## config.mk

```make
export PLATFORM = sky130hd
export DESIGN_NAME = relock_sweeper
export DESIGN_NICKNAME = d
export VERILOG_FILES = /design/src/rtl/relock_pkg.sv /design/src/rtl/relock_detect.sv /design/src/rtl/relock_fsm.sv /design/src/rtl/relock_sweep.sv /design/src/rtl/relock_sweeper.sv
export SDC_FILE = /design/constraint.sdc
export NUM_CORES = 1
export LEC_CHECK = 0
export BUFFER_PORTS_ARGS = -buffer_cell sky130_fd_sc_hd__buf_4
export CAP_MARGIN = 25
export CORE_ASPECT_RATIO = 0.75
export CORE_UTILIZATION = 40
export DETAILED_ROUTE_END_ITERATION = 16
export GPL_TIMING_DRIVEN = 1
export PLACE_DENSITY_LB_ADDON = 0.15
export SYNTH_ARGS = -nofsm -noshare
export SYNTH_HDL_FRONTEND = slang
export SYNTH_HIERARCHICAL = 1
export SYNTH_SLANG_ARGS = --single-unit
```

## constraint.sdc

```tcl
create_clock -name clk -period 7.7 [get_ports clk]
set_clock_uncertainty 0.05 [all_clocks]
set_input_delay 1.155 -clock clk [delete_from_list [all_inputs] [get_ports clk]]
set_output_delay 1.155 -clock clk [all_outputs]
set_load 0.01 [all_outputs]
```

## src/rtl/relock_pkg.sv

```systemverilog
package relock_pkg;

  typedef enum logic [1:0] {
    ST_LOCKED = 2'd0,
    ST_SEARCH = 2'd1,
    ST_RAMP   = 2'd2
  } relock_state_e;

endpackage

```

## src/rtl/relock_detect.sv

```systemverilog
module relock_detect #(
  parameter int DATA_W  = 24,
  parameter int NUM_DIN = 4
) (
  input  logic                       use_digital,
  input  logic [NUM_DIN-1:0]         din,
  input  logic [$clog2(NUM_DIN)-1:0] din_sel,
  input  logic signed [DATA_W-1:0]   sample,
  input  logic signed [DATA_W-1:0]   lo_bound,
  input  logic signed [DATA_W-1:0]   hi_bound,
  output logic                       lock_ind
);

  logic in_window;
  logic line_sel;

  // inclusive signed window, or one selected digital line
  always_comb begin
    in_window = (sample >= lo_bound) && (sample <= hi_bound);
    line_sel  = din[din_sel];
    lock_ind  = use_digital ? line_sel : in_window;
  end

endmodule

```

## src/rtl/relock_fsm.sv

```systemverilog
module relock_fsm
  import relock_pkg::*;
(
  input  logic          clk,
  input  logic          rst_n,
  input  logic          lock_ind,
  input  logic          at_zero,
  output relock_state_e state,
  output logic          start_search,
  output logic          hold,
  output logic          locked
);

  relock_state_e state_q, state_d;

  always_comb begin
    state_d = state_q;
    case (state_q)
      ST_LOCKED: if (!lock_ind) state_d = ST_SEARCH;
      ST_SEARCH: if (lock_ind)  state_d = ST_RAMP;
      ST_RAMP: begin
        if (!lock_ind)    state_d = ST_SEARCH;
        else if (at_zero) state_d = ST_LOCKED;
      end
      default: state_d = ST_LOCKED;
    endcase
  end

  always_ff @(posedge clk or negedge rst_n) begin
    if (!rst_n) state_q <= ST_LOCKED;
    else        state_q <= state_d;
  end

  assign state        = state_q;
  assign start_search = (state_q != ST_SEARCH) && !lock_ind;
  assign hold         = (state_q == ST_SEARCH);
  assign locked       = (state_q != ST_SEARCH);

  // a loss seen while locked freezes the loop filter at the next edge
  a_r2_hold_after_loss: assert property (@(posedge clk) disable iff (!rst_n)
    (state_q == ST_LOCKED && !lock_ind) |=> (hold && !locked));

  // a return seen during search releases the filter at the next edge
  a_r6_release_on_return: assert property (@(posedge clk) disable iff (!rst_n)
    (state_q == ST_SEARCH && lock_ind) |=> (!hold && locked));

  // a loss during the ramp restarts the search
  a_r9_reenter_search: assert property (@(posedge clk) disable iff (!rst_n)
    (state_q == ST_RAMP && !lock_ind) |=> hold);

endmodule

```

## src/rtl/relock_sweep.sv

```systemverilog
module relock_sweep
  import relock_pkg::*;
#(
  parameter int SWEEP_W = 24
) (
  input  logic                      clk,
  input  logic                      rst_n,
  input  relock_state_e             state,
  input  logic                      lock_ind,
  input  logic                      start_search,
  input  logic [SWEEP_W-1:0]        step,
  input  logic [SWEEP_W-1:0]        amp_init,
  input  logic [SWEEP_W-1:0]        amp_max,
  output logic signed [SWEEP_W-1:0] sweep_out,
  output logic                      at_zero
);

  localparam int EXT = SWEEP_W + 2;
  localparam logic signed [EXT-1:0] S_MAX = EXT'((64'sd1 <<< (SWEEP_W - 1)) - 64'sd1);
  localparam logic signed [EXT-1:0] S_MIN = -S_MAX - EXT'(1);

  // clamp a widened value into the signed output range
  function automatic logic signed [EXT-1:0] sat(input logic signed [EXT-1:0] v);
    if (v > S_MAX)      return S_MAX;
    else if (v < S_MIN) return S_MIN;
    else                return v;
  endfunction

  // double an amplitude, capped at lim
  function automatic logic [SWEEP_W-1:0] grow(input logic [SWEEP_W-1:0] a,
                                              input logic [SWEEP_W-1:0] lim);
    logic [SWEEP_W:0] d;
    d = {a, 1'b0};
    if (d > {1'b0, lim}) return lim;
    else                 return d[SWEEP_W-1:0];
  endfunction

  // move v toward zero by s without crossing it
  function automatic logic signed [EXT-1:0] toward_zero(input logic signed [EXT-1:0] v,
                                                        input logic signed [EXT-1:0] s);
    logic signed [EXT-1:0] t;
    if (v > 0) begin
      t = v - s;
      return (t < 0) ? '0 : t;
    end else if (v < 0) begin
      t = v + s;
      return (t > 0) ? '0 : t;
    end else begin
      return '0;
    end
  endfunction

  logic signed [SWEEP_W-1:0] out_q, ctr_q;
  logic        [SWEEP_W-1:0] amp_q;
  logic                      up_q;

  logic signed [EXT-1:0] out_x, ctr_x, step_x, amp_x;
  logic signed [EXT-1:0] peak, trough, rise, fall, home;
  logic                  peak_hit, trough_hit, do_search, do_ramp;

  always_comb begin
    out_x      = EXT'(out_q);
    ctr_x      = EXT'(ctr_q);
    step_x     = EXT'(step);
    amp_x      = EXT'(amp_q);
    peak       = sat(ctr_x + amp_x);
    trough     = sat(ctr_x - amp_x);
    rise       = out_x + step_x;
    fall       = out_x - step_x;
    home       = toward_zero(out_x, step_x);
    peak_hit   = up_q && (rise >= peak);
    trough_hit = !up_q && (fall <= trough);
    do_search  = (state == ST_SEARCH) && !lock_ind;
    do_ramp    = (state == ST_RAMP) && lock_ind;
  end

  always_ff @(posedge clk or negedge rst_n) begin
    if (!rst_n) begin
      out_q <= '0;
      ctr_q <= '0;
      amp_q <= '0;
      up_q  <= 1'b1;
    end else if (start_search) begin
      ctr_q <= out_q;
      amp_q <= amp_init;
      up_q  <= 1'b1;
    end else if (do_search) begin
      if (up_q) begin
        if (peak_hit) begin
          out_q <= peak[SWEEP_W-1:0];
          up_q  <= 1'b0;
        end else begin
          out_q <= rise[SWEEP_W-1:0];
        end
      end else begin
        if (trough_hit) begin
          out_q <= trough[SWEEP_W-1:0];
          up_q  <= 1'b1;
          amp_q <= grow(amp_q, amp_max);
        end else begin
          out_q <= fall[SWEEP_W-1:0];
        end
      end
    end else if (do_ramp) begin
      out_q <= home[SWEEP_W-1:0];
    end
  end

  assign sweep_out = out_q;
  assign at_zero   = (out_q == '0);

  // no contribution while locked
  a_r1_zero_when_locked: assert property (@(posedge clk) disable iff (!rst_n)
    (state == ST_LOCKED) |-> (out_q == '0));

  // the output never moves by more than one step per clock
  a_r3_slew_limit: assert property (@(posedge clk) disable iff (!rst_n)
    (((out_x >= $past(out_x)) ? (out_x - $past(out_x)) : ($past(out_x) - out_x))
      <= $past(step_x)));

  // in search the amplitude only changes at the lower turning point
  a_r4_amp_changes_at_trough: assert property (@(posedge clk) disable iff (!rst_n)
    (state == ST_SEARCH && !start_search && !(do_search && trough_hit)) |=> $stable(amp_q));

  // growth never exceeds the cap
  a_r5_amp_capped: assert property (@(posedge clk) disable iff (!rst_n)
    (do_search && trough_hit && !start_search) |=> (amp_q <= $past(amp_max)));

  // the ramp never crosses zero
  a_r6_ramp_pos_no_cross: assert property (@(posedge clk) disable iff (!rst_n)
    (do_ramp && !start_search && out_q > 0) |=> (out_q >= 0));
  a_r6_ramp_neg_no_cross: assert property (@(posedge clk) disable iff (!rst_n)
    (do_ramp && !start_search && out_q < 0) |=> (out_q <= 0));

endmodule

```

## src/rtl/relock_sweeper.sv

```systemverilog
module relock_sweeper
  import relock_pkg::*;
#(
  parameter int DATA_W  = 24,
  parameter int SWEEP_W = 24,
  parameter int NUM_DIN = 4
) (
  input  logic                       clk,
  input  logic                       rst_n,
  input  logic                       use_digital,
  input  logic [NUM_DIN-1:0]         din,
  input  logic [$clog2(NUM_DIN)-1:0] din_sel,
  input  logic signed [DATA_W-1:0]   sample,
  input  logic signed [DATA_W-1:0]   lo_bound,
  input  logic signed [DATA_W-1:0]   hi_bound,
  input  logic [SWEEP_W-1:0]         step,
  input  logic [SWEEP_W-1:0]         amp_init,
  input  logic [SWEEP_W-1:0]         amp_max,
  output logic signed [SWEEP_W-1:0]  sweep_out,
  output logic                       hold,
  output logic                       locked
);

  logic          lock_ind;
  logic          at_zero;
  logic          start_search;
  relock_state_e state;

  relock_detect #(.DATA_W(DATA_W), .NUM_DIN(NUM_DIN)) u_detect (
    .use_digital (use_digital),
    .din         (din),
    .din_sel     (din_sel),
    .sample      (sample),
    .lo_bound    (lo_bound),
    .hi_bound    (hi_bound),
    .lock_ind    (lock_ind)
  );

  relock_fsm u_fsm (
    .clk          (clk),
    .rst_n        (rst_n),
    .lock_ind     (lock_ind),
    .at_zero      (at_zero),
    .state        (state),
    .start_search (start_search),
    .hold         (hold),
    .locked       (locked)
  );

  relock_sweep #(.SWEEP_W(SWEEP_W)) u_sweep (
    .clk          (clk),
    .rst_n        (rst_n),
    .state        (state),
    .lock_ind     (lock_ind),
    .start_search (start_search),
    .step         (step),
    .amp_init     (amp_init),
    .amp_max      (amp_max),
    .sweep_out    (sweep_out),
    .at_zero      (at_zero)
  );

  // hold and lock status always reported together, never both
  a_r7_status_exclusive: assert property (@(posedge clk) disable iff (!rst_n)
    (hold != locked));

endmodule

```

==> qor.csv <==
stage;metric;value;unit
critical_path;Crit-path slowest cell;a2111oi_0;
detailed_routing;routed vias;13200;
timing;final setup fails;0;
critical_path;Crit path buffers/inverters;3;
yosys;syn_nets;2080;
global_routing;overall global routing resource usage;26.3;%
critical_path;CP arrival;7.47;ns
yosys;Synth area leader;ha_1;
yosys;most area-consuming cells after synthesis;ha_1, dfrtp_1, inv_1;
cells_and_area;n_diodes;0;
yosys;dominant register cell in the synthesized netlist;dfrtp_1;
timing;setup ws final;0.433;ns
critical_path;crit path max fanout;12;
detailed_routing;post-route ant nets;0;
detailed_routing;DRT Pass-1 Iters;7;
yosys;Synth top area share;20.7;%
floorplan;Core Box Area;0.0327;sq mm
timing;Final min period;7.27;ns
cells_and_area;fin cells;2296;
timing;Tcrit/Tclk final;94.4;%
job;Max Cap Viol;0;
floorplan;die area;0.0343;sq mm
yosys;Post-Syn Instances;1701;
min_path;Hold Crit Class;reg2reg;
floorplan;# IOs;179;
place;Final HPWL DP;36500;um
floorplan;Row Count;57;
critical_path;Crit. End Element;flip-flop;
timing;Slew Viols, Final;0;
global_routing;first-pass GRT wire length;71100;um
yosys;flops & latches, synth;75;
global_routing;largest net degree at the start of global routing;80;
yosys;Unique masters post-synth;102;
clock_network;CTS max path bufs;2;
timing;RSZ-0062 raised after global routing;false;
detailed_routing;vias per cell;5.74;
timing;normalized max-slew margin;35.8;%
critical_path;Worst R2R Path Depth;30;
global_routing;remaining global-route overflow;0;
timing;WHS;0.478;ns
critical_path;crit path launch type;input pin;
timing;f_max;0.138;GHz
global_routing;initial antenna violation count;0;
clock_network;CTS tree;yes;
clock_network;Clk pin slew, worst setup/hold paths;0.07;ns
yosys;EDFF count, synth;0;
place;number of instances in the placed design;2276;
cells_and_area;Synth-to-Final Area Change;16.3;%
place;DP Worst Slack;-0.100;ns
detailed_routing;drt total wl;45200;um
cells_and_area;nets@finish;2228;
place;port bufs;178;
yosys;most frequent cells after synthesis;ha_1, inv_1, a21oi_1;
detailed_routing;drt wl/cell;19.7;um
yosys;most frequent cell after synthesis;ha_1;
clock_network;CTS buffer count;9;
yosys;Yosys warning count;6;
critical_path;Worst path max stage delay;0.65;ns
yosys;Synth Cell Area;0.0134;sq mm
yosys;share of flip-flops with an asynchronous set or reset;100;%
critical_path;crit-path leading delay family;compound AO/OA/AOI/OAI gates;
status;status;finished, final reports clean;
yosys;Syn Area/Cell;7.90;sq um
clock_network;Clock Tree Root;clkbuf_16;
cells_and_area;layout cells sized above 1;16.9;%
detailed_routing;Iter 0 DRT Violations;922;
critical_path;critical path depth;25;
global_routing;vias in the first global route;13000;
floorplan;chip width;214;um
floorplan;Die Span Y;161;um
min_path;hold depth;1;
detailed_routing;DRC;0;
clock_network;CTS Sinks;75;
floorplan;Starting Density;41.0;%
timing;Final Hold Viols;0;
clock_network;clock latency on the worst-skew pair;0.36;ns
yosys;fraction of the yosys area taken by sequential cells;14.0;%
place;routability cong.;0.961;
critical_path;critical path required time;7.90;ns
clock_network;Max H-tree Level;3;
critical_path;CP Class;in2reg;
timing;worst-margin pin slew;0.962;ns
-- per-stage QoR --
| step | utilization [%] | TNS [ns] | instance area [sq um] |
|---|---|---|---|
| finish | 47.7 | 0 | 15600 |
| floorplan | - | 0 | 13400 |
| CTS | 47.5 | 0 | 15500 |
| detailed placement | 46.6 | -1.71 | 15200 |
| global route | 47.7 | 0 | 15600 |
| global placement | 46.5 | 0 | 15200 |
-- final timing paths --
check / slack [ns] / from / to
worst max-delay path: 0.43 / step[0] / u_sweep/amp_q[0]
worst min-delay path: 0.48 / u_fsm/state[0] / u_fsm/state[0]
worst max register to register: 0.66 / u_sweep/amp_q[0] / u_sweep/sweep_out[4]
worst min register to register: 0.48 / u_fsm/state[0] / u_fsm/state[0]
max in group asynchronous: 6.22 / rst_n / u_sweep/up_q
min in group asynchronous: 0.71 / rst_n / u_sweep/sweep_out[17]
-- area by class of cell --
class,count,area (sq um)
fillers,3262,17100
multi-input cells,1348,10400
flip-flops and latches,75,1880
repair buffers,210,1680
inverters,205,776
well taps,442,553
clock buffers,12,246
clock inverters,4,51.3
-- cells in the final DEF (no fill, tap or decap), drive strengths merged, types with 25 or more instances in the layout --
master / Yosys / routed
nand3: 25 / 25
nand4: 30 / 30
a211oi: 33 / 33
nand2: 102 / 102
ha: 222 / 222
dfrtp: 74 / 74
buf: 40 / 210
nor2b: 27 / 27
mux2: 34 / 34
nor2: 103 / 104
xnor2: 78 / 78
o21ai: 89 / 89
a21boi: 40 / 40
a21oi: 145 / 145
mux2i: 55 / 55
a21o: 33 / 33
inv: 203 / 202
-- metal layers --
metal,part of all wire [%],track usage (%),vias up
li1,-,-,6463
met1,49,38.3,6256
met2,44,41.2,430
met3,6.8,4.17,25
met4,0.84,3.67,0
met5,0,0,-
-- logic make-up after synthesis --
group           Yosys count  synth area share [%]
fa+ha+maj               226                  21.3
mux                      90                  7.14
buf+inv                 279                  8.66
compound gates          535                  27.7
simple gates            410                  15.6
xor+xnor                 86                  5.61
flops                    75                  14.0
-- worst reg2reg max path: cells and delay by family, from the launching register on --
kind,cells,cell delay [ns]
and+or+nand+nor,5,0.94
adders and majority gates,4,1.23
muxes,1,0.37
AOI/OAI and AO/OA,13,2.55
buffers and inverters,6,1.14
xor gates and xnor gates,1,0.28
DFF,1,0.39
-- state kept, by name (all words and copies together) (netlist names) --
name	cells
u_fsm/state	2
u_sweep/amp_q	24
u_sweep/ctr_q	24
u_sweep/sweep_out	24
u_sweep/up_q	1
-- what timing repair did --
action                                  4_1_cts  5_1_grt
resized for setup                             0        3
setup buffers                                 0        2
endpoints found under the setup margin        0       37
hold buffers                                  0        0
Power is left out: the tool's default activity adds up to more than one toggle a clock period on the data nets, which glitch-free logic cannot reach.
